[config.mk]
export PLATFORM = sky130hd
export DESIGN_NAME = lat_profiler
export DESIGN_NICKNAME = d
export VERILOG_FILES = /design/src/rtl/lat_prof_pkg.sv /design/src/rtl/lat_cycle_counter.sv /design/src/rtl/lat_sample_table.sv /design/src/rtl/lat_stream_inserter.sv /design/src/rtl/lat_profiler.sv
export SDC_FILE = /design/constraint.sdc
export NUM_CORES = 1
export LEC_CHECK = 0
export BUFFER_PORTS_ARGS = -buffer_cell sky130_fd_sc_hd__buf_2
export CELL_PAD_IN_SITES_DETAIL_PLACEMENT = 0
export CELL_PAD_IN_SITES_GLOBAL_PLACEMENT = 1
export CORE_MARGIN = 2
export CORE_UTILIZATION = 55
export CTS_BUF_LIST = sky130_fd_sc_hd__clkbuf_16
export CTS_CLUSTER_DIAMETER = 80
export DETAILED_ROUTE_END_ITERATION = 12
export PLACE_DENSITY = 0.82
export SLEW_MARGIN = 20
export SYNTH_ARGS = -nofsm -noshare
export SYNTH_HDL_FRONTEND = slang
export SYNTH_HIERARCHICAL = 1
export SYNTH_SLANG_ARGS = --single-unit
[constraint.sdc]
create_clock -name clk_i -period 6.78 [get_ports clk_i]
set_input_delay 1.695 -clock clk_i [delete_from_list [all_inputs] [get_ports clk_i]]
set_output_delay 1.695 -clock clk_i [all_outputs]
set_load 0.02 [all_outputs]
[src/rtl/lat_prof_pkg.sv]
package lat_prof_pkg;
  typedef enum logic {
    EMIT_DATA = 1'b0,
    EMIT_TRLR = 1'b1
  } emit_state_e;
endpackage

[src/rtl/lat_cycle_counter.sv]
module lat_cycle_counter #(
  parameter int CNT_W = 32
) (
  input  logic             clk_i,
  input  logic             rst_ni,
  output logic [CNT_W-1:0] cnt_o
);
  always_ff @(posedge clk_i or negedge rst_ni) begin
    if (!rst_ni) cnt_o <= '0;
    else         cnt_o <= cnt_o + 1'b1;
  end
endmodule

[src/rtl/lat_sample_table.sv]
module lat_sample_table #(
  parameter int NSTAGE = 4,
  parameter int TAG_W  = 3,
  parameter int CNT_W  = 32
) (
  input  logic                     clk_i,
  input  logic                     rst_ni,
  input  logic [NSTAGE-1:0]        stb_i,
  input  logic [NSTAGE*TAG_W-1:0]  stb_tag_i,
  input  logic [CNT_W-1:0]         cnt_i,
  input  logic                     clr_i,
  input  logic [TAG_W-1:0]         clr_tag_i,
  input  logic [TAG_W-1:0]         rd_tag_i,
  output logic [NSTAGE*CNT_W-1:0]  rd_sample_o,
  output logic [NSTAGE-1:0]        rd_valid_o
);
  localparam int DEPTH = 2 ** TAG_W;

  for (genvar s = 0; s < NSTAGE; s++) begin : g_stage
    logic [CNT_W-1:0] samp_q [DEPTH];
    logic [DEPTH-1:0] vld_q;
    logic [TAG_W-1:0] wr_tag;

    assign wr_tag = stb_tag_i[s*TAG_W +: TAG_W];

    // a new sample wins over the clear of a consumed packet with the same tag
    always_ff @(posedge clk_i or negedge rst_ni) begin
      if (!rst_ni) begin
        vld_q <= '0;
      end else begin
        for (int e = 0; e < DEPTH; e++) begin
          if (stb_i[s] && wr_tag == TAG_W'(e))        vld_q[e] <= 1'b1;
          else if (clr_i && clr_tag_i == TAG_W'(e))  vld_q[e] <= 1'b0;
        end
      end
    end

    always_ff @(posedge clk_i) begin
      if (stb_i[s]) samp_q[wr_tag] <= cnt_i;
    end

    assign rd_sample_o[s*CNT_W +: CNT_W] = samp_q[rd_tag_i];
    assign rd_valid_o[s]                 = vld_q[rd_tag_i];
  end
endmodule

[src/rtl/lat_stream_inserter.sv]
module lat_stream_inserter
  import lat_prof_pkg::*;
#(
  parameter int DATA_W    = 64,
  parameter int CNT_W     = 32,
  parameter int NSTAGE    = 4,
  parameter int TAG_W     = 3,
  parameter int PATCH_OFS = 1
) (
  input  logic                    clk_i,
  input  logic                    rst_ni,
  input  logic                    mode_patch_i,
  input  logic                    in_valid_i,
  output logic                    in_ready_o,
  input  logic [DATA_W-1:0]       in_data_i,
  input  logic                    in_last_i,
  input  logic [TAG_W-1:0]        in_tag_i,
  output logic                    out_valid_o,
  input  logic                    out_ready_i,
  output logic [DATA_W-1:0]       out_data_o,
  output logic                    out_last_o,
  output logic [TAG_W-1:0]        rd_tag_o,
  input  logic [NSTAGE*CNT_W-1:0] rd_sample_i,
  input  logic [NSTAGE-1:0]       rd_valid_i,
  output logic                    clr_o,
  output logic [TAG_W-1:0]        clr_tag_o
);
  localparam int SIDX_W = (NSTAGE > 1) ? $clog2(NSTAGE) : 1;
  localparam int BEAT_W = $clog2(PATCH_OFS + NSTAGE + 1);
  localparam logic [BEAT_W-1:0] BEAT_MAX  = BEAT_W'(PATCH_OFS + NSTAGE);
  localparam logic [BEAT_W-1:0] PATCH_LO  = BEAT_W'(PATCH_OFS);
  localparam logic [SIDX_W-1:0] LAST_WORD = SIDX_W'(NSTAGE - 1);

  emit_state_e       state_q;
  logic [SIDX_W-1:0] wcnt_q;
  logic [BEAT_W-1:0] beat_q;
  logic [TAG_W-1:0]  cur_tag_q;
  logic              sof_q;

  logic [DATA_W-1:0] stage_word [NSTAGE];
  logic [TAG_W-1:0]  tag_now;
  logic [BEAT_W-1:0] rel_beat;
  logic              patch_hit;
  logic              beat_acc;
  logic              trlr_done;

  for (genvar s = 0; s < NSTAGE; s++) begin : g_word
    assign stage_word[s] = rd_valid_i[s] ? DATA_W'(rd_sample_i[s*CNT_W +: CNT_W]) : '1;
  end

  assign tag_now   = sof_q ? in_tag_i : cur_tag_q;
  assign rd_tag_o  = (state_q == EMIT_TRLR) ? cur_tag_q : tag_now;
  assign rel_beat  = beat_q - PATCH_LO;
  assign patch_hit = mode_patch_i && (beat_q >= PATCH_LO) && (rel_beat < BEAT_W'(NSTAGE));

  always_comb begin
    if (state_q == EMIT_TRLR) begin
      in_ready_o  = 1'b0;
      out_valid_o = 1'b1;
      out_data_o  = stage_word[wcnt_q];
      out_last_o  = (wcnt_q == LAST_WORD);
    end else begin
      in_ready_o  = out_ready_i;
      out_valid_o = in_valid_i;
      out_data_o  = patch_hit ? stage_word[rel_beat[SIDX_W-1:0]] : in_data_i;
      out_last_o  = in_last_i && mode_patch_i;
    end
  end

  assign beat_acc  = (state_q == EMIT_DATA) && in_valid_i && out_ready_i;
  assign trlr_done = (state_q == EMIT_TRLR) && out_ready_i && (wcnt_q == LAST_WORD);
  assign clr_o     = (beat_acc && in_last_i && mode_patch_i) || trlr_done;
  assign clr_tag_o = rd_tag_o;

  always_ff @(posedge clk_i or negedge rst_ni) begin
    if (!rst_ni) begin
      state_q   <= EMIT_DATA;
      wcnt_q    <= '0;
      beat_q    <= '0;
      cur_tag_q <= '0;
      sof_q     <= 1'b1;
    end else if (state_q == EMIT_DATA) begin
      if (beat_acc) begin
        sof_q <= in_last_i;
        if (sof_q) cur_tag_q <= in_tag_i;
        if (in_last_i) begin
          beat_q <= '0;
          if (!mode_patch_i) begin
            state_q <= EMIT_TRLR;
            wcnt_q  <= '0;
          end
        end else if (beat_q != BEAT_MAX) begin
          beat_q <= beat_q + 1'b1;
        end
      end
    end else if (out_ready_i) begin
      wcnt_q <= wcnt_q + 1'b1;
      if (wcnt_q == LAST_WORD) state_q <= EMIT_DATA;
    end
  end
endmodule

[src/rtl/lat_profiler.sv]
module lat_profiler #(
  parameter int DATA_W    = 64,
  parameter int CNT_W     = 32,
  parameter int NSTAGE    = 4,
  parameter int TAG_W     = 3,
  parameter int PATCH_OFS = 1
) (
  input  logic                    clk_i,
  input  logic                    rst_ni,
  input  logic [NSTAGE-1:0]       stage_stb_i,
  input  logic [NSTAGE*TAG_W-1:0] stage_tag_i,
  input  logic                    mode_patch_i,
  input  logic                    in_valid_i,
  output logic                    in_ready_o,
  input  logic [DATA_W-1:0]       in_data_i,
  input  logic                    in_last_i,
  input  logic [TAG_W-1:0]        in_tag_i,
  output logic                    out_valid_o,
  input  logic                    out_ready_i,
  output logic [DATA_W-1:0]       out_data_o,
  output logic                    out_last_o
);
  logic [CNT_W-1:0]        cnt_q;
  logic [TAG_W-1:0]        rd_tag;
  logic [NSTAGE*CNT_W-1:0] rd_sample;
  logic [NSTAGE-1:0]       rd_valid;
  logic                    clr;
  logic [TAG_W-1:0]        clr_tag;

  lat_cycle_counter #(.CNT_W(CNT_W)) u_cnt (
    .clk_i  (clk_i),
    .rst_ni (rst_ni),
    .cnt_o  (cnt_q)
  );

  lat_sample_table #(.NSTAGE(NSTAGE), .TAG_W(TAG_W), .CNT_W(CNT_W)) u_tbl (
    .clk_i       (clk_i),
    .rst_ni      (rst_ni),
    .stb_i       (stage_stb_i),
    .stb_tag_i   (stage_tag_i),
    .cnt_i       (cnt_q),
    .clr_i       (clr),
    .clr_tag_i   (clr_tag),
    .rd_tag_i    (rd_tag),
    .rd_sample_o (rd_sample),
    .rd_valid_o  (rd_valid)
  );

  lat_stream_inserter #(
    .DATA_W(DATA_W), .CNT_W(CNT_W), .NSTAGE(NSTAGE), .TAG_W(TAG_W), .PATCH_OFS(PATCH_OFS)
  ) u_ins (
    .clk_i        (clk_i),
    .rst_ni       (rst_ni),
    .mode_patch_i (mode_patch_i),
    .in_valid_i   (in_valid_i),
    .in_ready_o   (in_ready_o),
    .in_data_i    (in_data_i),
    .in_last_i    (in_last_i),
    .in_tag_i     (in_tag_i),
    .out_valid_o  (out_valid_o),
    .out_ready_i  (out_ready_i),
    .out_data_o   (out_data_o),
    .out_last_o   (out_last_o),
    .rd_tag_o     (rd_tag),
    .rd_sample_i  (rd_sample),
    .rd_valid_i   (rd_valid),
    .clr_o        (clr),
    .clr_tag_o    (clr_tag)
  );
endmodule

==> metrics.csv, run 1 <==
stage,metric,value,unit
die,Die Width,290,µm
sta,Max transition margin,0.222,
logic_synthesis,simple-gate area share of the yosys netlist,0.0194,
placement,"Cell Area, Placed",47300,µm²
global_routing,global-route wire length before repair,168000,µm
routing,WL/cell,33.4,µm
routing,vias,24200,
critical_path,Worst Path Required,5090,ps
logic_synthesis,top-count cell post-synth,edfxtp_1,
routing,drt pass-1 iters,5,
logic_synthesis,main combinational cell family by area after synthesis,multiplexers,
global_routing,initial antenna violation count,1,
critical_path,"CP delay by family, top",multiplexers,
critical_path,Setup CP Type,input port to output port,
global_routing,largest net degree at the start of global routing,103,
sta,final setup fails,0,
placement,placed wire-length estimate,59200,µm
die,die area,84300,µm²
finish,# fillers,5350,
critical_path,Crit path largest cell delay,630,ps
die,Initial Utilization,0.553,
placement,port bufs,155,
pwr,power per cell area,407,nW/µm²
global_routing,Global Route Usage Sum,0.277,
critical_path,CP dominant cell by count,buf_2,
sta,Tcrit/Tclk final,0.969,
placement,routability cong.,0.838,
logic_synthesis,mux share of post-synthesis cell area,0.179,
critical_path,Worst Setup End Kind,output port,
critical_path,WP data arrival,4880,ps
clock_tree,clk slew on worst S/H paths,60,ps
logic_synthesis,Post-synth EDFFs,1024,
critical_path,maximum fanout along the worst path,27,
logic_synthesis,Mapped Cells,2149,
sta,RSZ-0062 raised after global routing,false,
logic_synthesis,top cell type's share of synthesized area,0.682,
logic_synthesis,Synth Area in Compound Gates,0.0485,
logic_synthesis,"Distinct cells, synth",58,
clock_tree,hold_buf cts,0,
critical_path,crit path cell chain,buf_2 > mux2_8 > buf_12 > buf_4 > mux4_1 > mux2_2 > o22ai_1 > o21ai_0 > a221o_1 > buf_2,
sta,Final Hold Viols,0,
finish,final core utilization,0.622,
clock_tree,clk_lat worst skew,650,ps
finish,Final Cell Area,50700,µm²
logic_synthesis,post-synthesis register bit count,1098,
clock_tree,CTS Buf Count,103,
logic_synthesis,syn_area_per_cell,21.0,µm²
logic_synthesis,Post-Synth XOR/XNOR Area,0.00583,
sta,worst clock skew,16.6,ps
routing,Avg Vias per Cell,6.92,
sta,final slew viol count,0,
logic_synthesis,mapped cell area,45100,µm²
clock_tree,Longest Clk Path Bufs,3,
logic_synthesis,Mapped Nets,2243,
routing,Routed Wire Length,117000,µm
logic_synthesis,sequential fraction of the synthesis area,0.723,
finish,multi-input logic area,11800,µm²
logic_synthesis,largest cells by area after synthesis,"edfxtp_1 68%, mux4_1 7.6%, mux4_2 6.7%, dfrtp_1 4.1%, mux2_2 3.5%",
pwr,VDD IR max,308,µV
logic_synthesis,Adder-Cell Fraction of Synth Area,0.00139,
clock_tree,Root Buffer,clkbuf_16,
sta,Tmin final,6570,ps
logic_synthesis,ys async rst share,0.0674,
routing,DR DRC count,0,
pwr,Tot Pwr,20.6,mW
sta,post-route setup TNS,0,ps
critical_path,Buffers & Inverters on Critical Path,4,
critical_path,Worst Setup Start Kind,input port,
finish,Area Overhead vs Synth,12.4,%
global_routing,number of global-route vias before repair,24300,
sta,worst slew pin tran,1160,ps
critical_path,"Slowest-stage cell, CP",mux4_1,
logic_synthesis,Synth area leader,edfxtp_1,
finish,share of cells above drive strength 1,0.294,
global_routing,remaining global-route overflow,0,
routing,remaining antenna violation count after routing,0,
flow_run,max-cap viol count,0,
die,CORE AREA,81600,µm²
clock_tree,CTS Sinks,1098,
status,outcome,finished clean,
clock_tree,CTS H-Tree Depth,3,
pwr,Leak Pwr,19.6,nW
logic_synthesis,yosys warns,6,
sta,Hold Slack,479,ps
routing,violation count after the first detailed-routing iteration,2947,
die,die height,290,µm
finish,final net count,2434,
min_path,Tightest Hold Check Type,register to register,
clock_tree,CTS tree,built,
logic_synthesis,ys flop type,edfxtp_1,
finish,Seq. cell area,32600,µm²
sta,Peak Freq,152,MHz
die,IO Count,156,
die,row count,105,
logic_synthesis,Commonest cells post-synth,"1024 x edfxtp_1, 140 x mux2_2, 135 x mux4_2",
==> cells in the final DEF (no fill, tap or decap), types with 5 or more instances in the layout <==
cell,n
nor2_1,11
mux4_2,135
nor4bb_4,8
nand3_1,10
a21o_1,44
mux4_1,131
edfxtp_1,1024
o21ai_0,37
nor2_4,9
clkinv_1,24
xor2_1,20
o22ai_1,128
buf_12,16
nor4_2,5
mux2_2,137
a221o_1,32
clkinv_2,15
o221ai_1,32
nor3_2,12
a32o_1,5
nand2b_1,5
o32ai_1,8
clkbuf_16,106
inv_1,51
dfrtp_1,61
buf_4,56
bufinv_16,11
o2bb2ai_1,8
nand2_1,30
clkinvlp_4,6
nand2b_2,5
buf_2,154
xnor2_1,10
dfrtp_2,12
==> where the power goes <==
part	total, mW	switching [mW]	internal (mW)
Clock	5.66	2.42	3.24
Combinational	7.38	4.43	2.94
Sequential	7.59	0.110	7.48
Total	20.6	6.96	13.7
==> layout make-up <==
class                           instances  share of cell area
Tap cell                             1070              0.0264
Sequential cell                      1098               0.643
Clock buffer                          106              0.0523
Multi-Input combinational cell        884               0.232
Antenna cell                            2           0.0000987
Clock inverter                         85              0.0133
Timing Repair Buffer                  227              0.0303
Inverter                               26             0.00192
==> logic make-up after synthesis <==
logic type	count (synthesis)
buffers and inverters	167
multiplexers	406
AND/OR/NAND/NOR	141
AO/OA/AOI/OAI	302
adder cells (fa/ha/maj)	5
XOR/XNOR	30
flip-flops	1098
==> routing by layer <==
layer  GRT usage  vias up  wire length, µm
li1            -     9638                -
met1       0.366    12700            42600
met2       0.450     1553            57500
met3      0.0580      323            11900
met4       0.122        0             5030
met5           0        -                0
==> final timing paths <==
kind / end / cells past startpoint / from / slack, ps
setup / recovery: out_data_o[0] / 10 / in_tag_i[0] / 210
hold / removal: u_tbl/g_stage[3].vld_q[0] / 1 / u_tbl/g_stage[3].vld_q[0] / 480
setup reg to reg: u_tbl/g_stage[1].vld_q[0] / 5 / u_ins/state_q / 3910
hold reg to reg: u_tbl/g_stage[3].vld_q[0] / 1 / u_tbl/g_stage[3].vld_q[0] / 480
max in group asynchronous: u_ins/sof_q / 3 / rst_ni / 5030
min in group asynchronous: u_cnt/cnt_o[7] / 1 / rst_ni / 850
==> sequential cells by signal, summed over array words and instances (netlist names) <==
register and flops:
u_ins/sof_q 1, u_tbl/g_stage.vld_q 32, u_ins/beat_q 3, u_ins/cur_tag_q 3
u_ins/state_q 1, u_cnt/cnt_o 32, u_ins/wcnt_q 2, u_tbl/g_stage.samp_q 1024
==> per-stage QoR <==
step                std cells  setup slack (ps)
floorplan                2149               626
global placement         3304               330
finish                   3498               209
CTS                      3495               165
detailed placement       3304               226
global route             3497              73.7
==> what timing repair did <==
action | CTS | global route
setup endpoints to repair | 0 | 2
gates resized for setup | 0 | 1
setup buffers | 0 | 0
(Power assumes the default switching activity.)
==> run 2: changes to the inputs <==
--- a/config.mk
+++ b/config.mk
@@ -9,11 +9,12 @@
 export CELL_PAD_IN_SITES_DETAIL_PLACEMENT = 0
 export CELL_PAD_IN_SITES_GLOBAL_PLACEMENT = 1
 export CORE_MARGIN = 2
-export CORE_UTILIZATION = 55
+export CORE_UTILIZATION = 45
 export CTS_BUF_LIST = sky130_fd_sc_hd__clkbuf_16
 export CTS_CLUSTER_DIAMETER = 80
 export DETAILED_ROUTE_END_ITERATION = 12
-export PLACE_DENSITY = 0.82
+export GPL_TIMING_DRIVEN = 0
+export PLACE_DENSITY = 0.69
 export SLEW_MARGIN = 20
 export SYNTH_ARGS = -nofsm -noshare
 export SYNTH_HDL_FRONTEND = slang
==> metrics.csv, run 2 (synthesized netlist as in run 1, its figures left out) <==
stage,metric,value,unit,change
clock_tree,CTS H-Tree Depth,3,,unchanged
die,Die Width,321,µm,+10%
critical_path,Worst Path Required,5090,ps,about the same
placement,routability cong.,0.988,,+18%
global_routing,largest net degree at the start of global routing,43,,-58%
pwr,VDD IR max,246,µV,-20%
finish,final net count,2619,,+7.6%
global_routing,initial antenna violation count,0,,-1
finish,Largest Register,u_tbl/g_stage.samp_q,,
placement,port bufs,148,,-4.5%
critical_path,Setup CP Type,input port to output port,,
sta,Peak Freq,148,MHz,-2.5%
flow_run,max-cap viol count,0,,unchanged
finish,Final Cell Area,52500,µm²,+3.5%
clock_tree,CTS tree,built,,
routing,Routed Wire Length,118000,µm,+1.1%
clock_tree,Root Buffer,clkbuf_16,,
sta,worst clock skew,20.6,ps,+3.98 ps
routing,WL/cell,30.2,µm,-9.7%
finish,Area Overhead vs Synth,16.4,%,
sta,Max transition margin,0.407,,+0.185
routing,violation count after the first detailed-routing iteration,2471,,-16%
finish,most frequent cells in the layout,"1024 x edfxtp_1, 179 x buf_2, 137 x mux2_2",,
finish,share of cells above drive strength 1,0.334,,+0.0406
clock_tree,CTS Buf Count,104,,+0.97%
routing,drt pass-1 iters,8,,+3
sta,worst slew pin tran,889,ps,-275 ps
global_routing,number of global-route vias before repair,24000,,-1.1%
sta,Tcrit/Tclk final,0.994,,+0.0249
routing,Avg Vias per Cell,6.14,,-11%
finish,Largest register FFs,1024,,unchanged
sta,Final Hold Viols,0,,unchanged
clock_tree,clk slew on worst S/H paths,60,ps,about the same
placement,"Cell Area, Placed",48900,µm²,+3.2%
clock_tree,clk_lat worst skew,670,ps,+20 ps
sta,final slew viol count,0,,unchanged
sta,post-route setup TNS,0,ps,unchanged
clock_tree,Longest Clk Path Bufs,3,,unchanged
global_routing,global-route wire length before repair,170000,µm,+1.1%
placement,cell count after placement,3715,,+12%
global_routing,Global Route Usage Sum,0.231,,-0.0465
pwr,power per cell area,410,nW/µm²,+0.89%
die,row count,116,,+10%
sta,Tmin final,6740,ps,+169 ps
routing,remaining antenna violation count after routing,0,,unchanged
die,CORE AREA,99700,µm²,+22%
sta,final setup fails,0,,unchanged
routing,DR DRC count,0,,unchanged
pwr,Leak Pwr,20.4,nW,+4.3%
placement,placed wire-length estimate,84000,µm,+42%
sta,RSZ-0062 raised after global routing,false,,
critical_path,maximum fanout along the worst path,10,,-63%
critical_path,Worst Setup End Kind,output port,,
critical_path,"CP delay by family, top",buffers and inverters,,
critical_path,Worst Setup Start Kind,input port,,
routing,vias,24000,,-0.70%
die,die height,321,µm,+10%
die,die area,103000,µm²,+22%
die,Initial Utilization,0.452,,-0.100
sta,Hold Slack,473,ps,-6.26 ps
finish,Post-Layout Cell Count,3913,,+12%
critical_path,WP data arrival,5040,ps,+160 ps
die,IO Count,156,,unchanged
finish,largest registers,"u_tbl/g_stage.samp_q (1024), u_cnt/cnt_o (32), u_tbl/g_stage.vld_q (32)",,
min_path,Tightest Hold Check Type,register to register,,
finish,"leading cell type in the layout, fill and taps excluded",edfxtp_1,,
critical_path,"Slowest-stage cell, CP",mux4_2,,
clock_tree,hold_buf cts,0,,unchanged
critical_path,Crit path largest cell delay,440,ps,-190 ps
critical_path,crit path cell chain,buf_2 > mux2_2 > buf_4 > buf_6 > buf_12 > buf_16 > mux4_2 > mux2_4 > nand2_1 > clkbuf_2 > o22ai_1 > o22ai_1 > a221o_1 > buf_2,,
status,outcome,finished clean,,
global_routing,remaining global-route overflow,0,,unchanged
critical_path,Buffers & Inverters on Critical Path,7,,+3
clock_tree,CTS Sinks,1098,,unchanged
==> run 2: through the flow <==
stage | power (mW) | setup WS [ps] | utilization
floorplan | 12.8 | 626 | -
global placement | 15.5 | -3430 | 0.476
detailed placement | 15.6 | -1320 | 0.490
CTS | 21.4 | -1.62 | 0.525
global route | 22.2 | 1.11 | 0.526
finish | 21.5 | 40.6 | 0.527
==> run 2: routing by layer <==
metal | part of all wire | track usage | vias to the layer above
met5 | 0 | 0 | -
met4 | 0.029 | 0.0732 | 0
met3 | 0.077 | 0.0415 | 221
met2 | 0.48 | 0.370 | 1096
met1 | 0.42 | 0.323 | 12700
li1 | - | - | 10000
==> run 2: worst reg2reg max path, stage by stage (launching register included) <==
cell	delay (ps)
dfrtp_1	540
inv_1	200
nand2_1	190
o21ai_0	220
and2_1	290
or4b_2	770
a21o_1	240
==> run 2: cell type report <==
type | count | area [µm²]
Antenna cell | 2 | 5.00
Buffer | 139 | 1050
Clock buffer | 106 | 2650
Clock inverter | 88 | 782
Fill cell | 7541 | 47200
Inverter | 26 | 97.6
Multi-Input combinational cell | 884 | 11700
Sequential cell | 1098 | 32600
Tap cell | 1298 | 1620
Timing Repair Buffer | 272 | 1910
==> run 2: timing repair <==
item	CTS	global route
pin swaps	1	1
buffers inserted	0	2
setup endpoints to repair	64	53
gates cloned	0	2
resized for setup	46	28
==> run 2: worst paths after layout <==
path | start | endpoint | slack, ps | depth (start not counted)
max | in_tag_i[0] | out_data_o[15] | 40 | 14
min | u_tbl/g_stage[3].vld_q[4] | u_tbl/g_stage[3].vld_q[4] | 470 | 1
max reg2reg | u_ins/state_q | u_tbl/g_stage[3].vld_q[0] | 4230 | 6
min reg2reg | u_tbl/g_stage[3].vld_q[4] | u_tbl/g_stage[3].vld_q[4] | 470 | 1
max in group asynchronous | rst_ni | u_ins/sof_q | 5140 | 2
min in group asynchronous | rst_ni | u_cnt/cnt_o[28] | 1000 | 1
==> run 2: power by group <==
group	switching [mW]	leakage, nW	internal, mW
registers	0.0992	12.1	7.48
clock network	2.47	1.78	3.34
logic	4.98	6.59	3.18
total	7.55	20.4	14.0
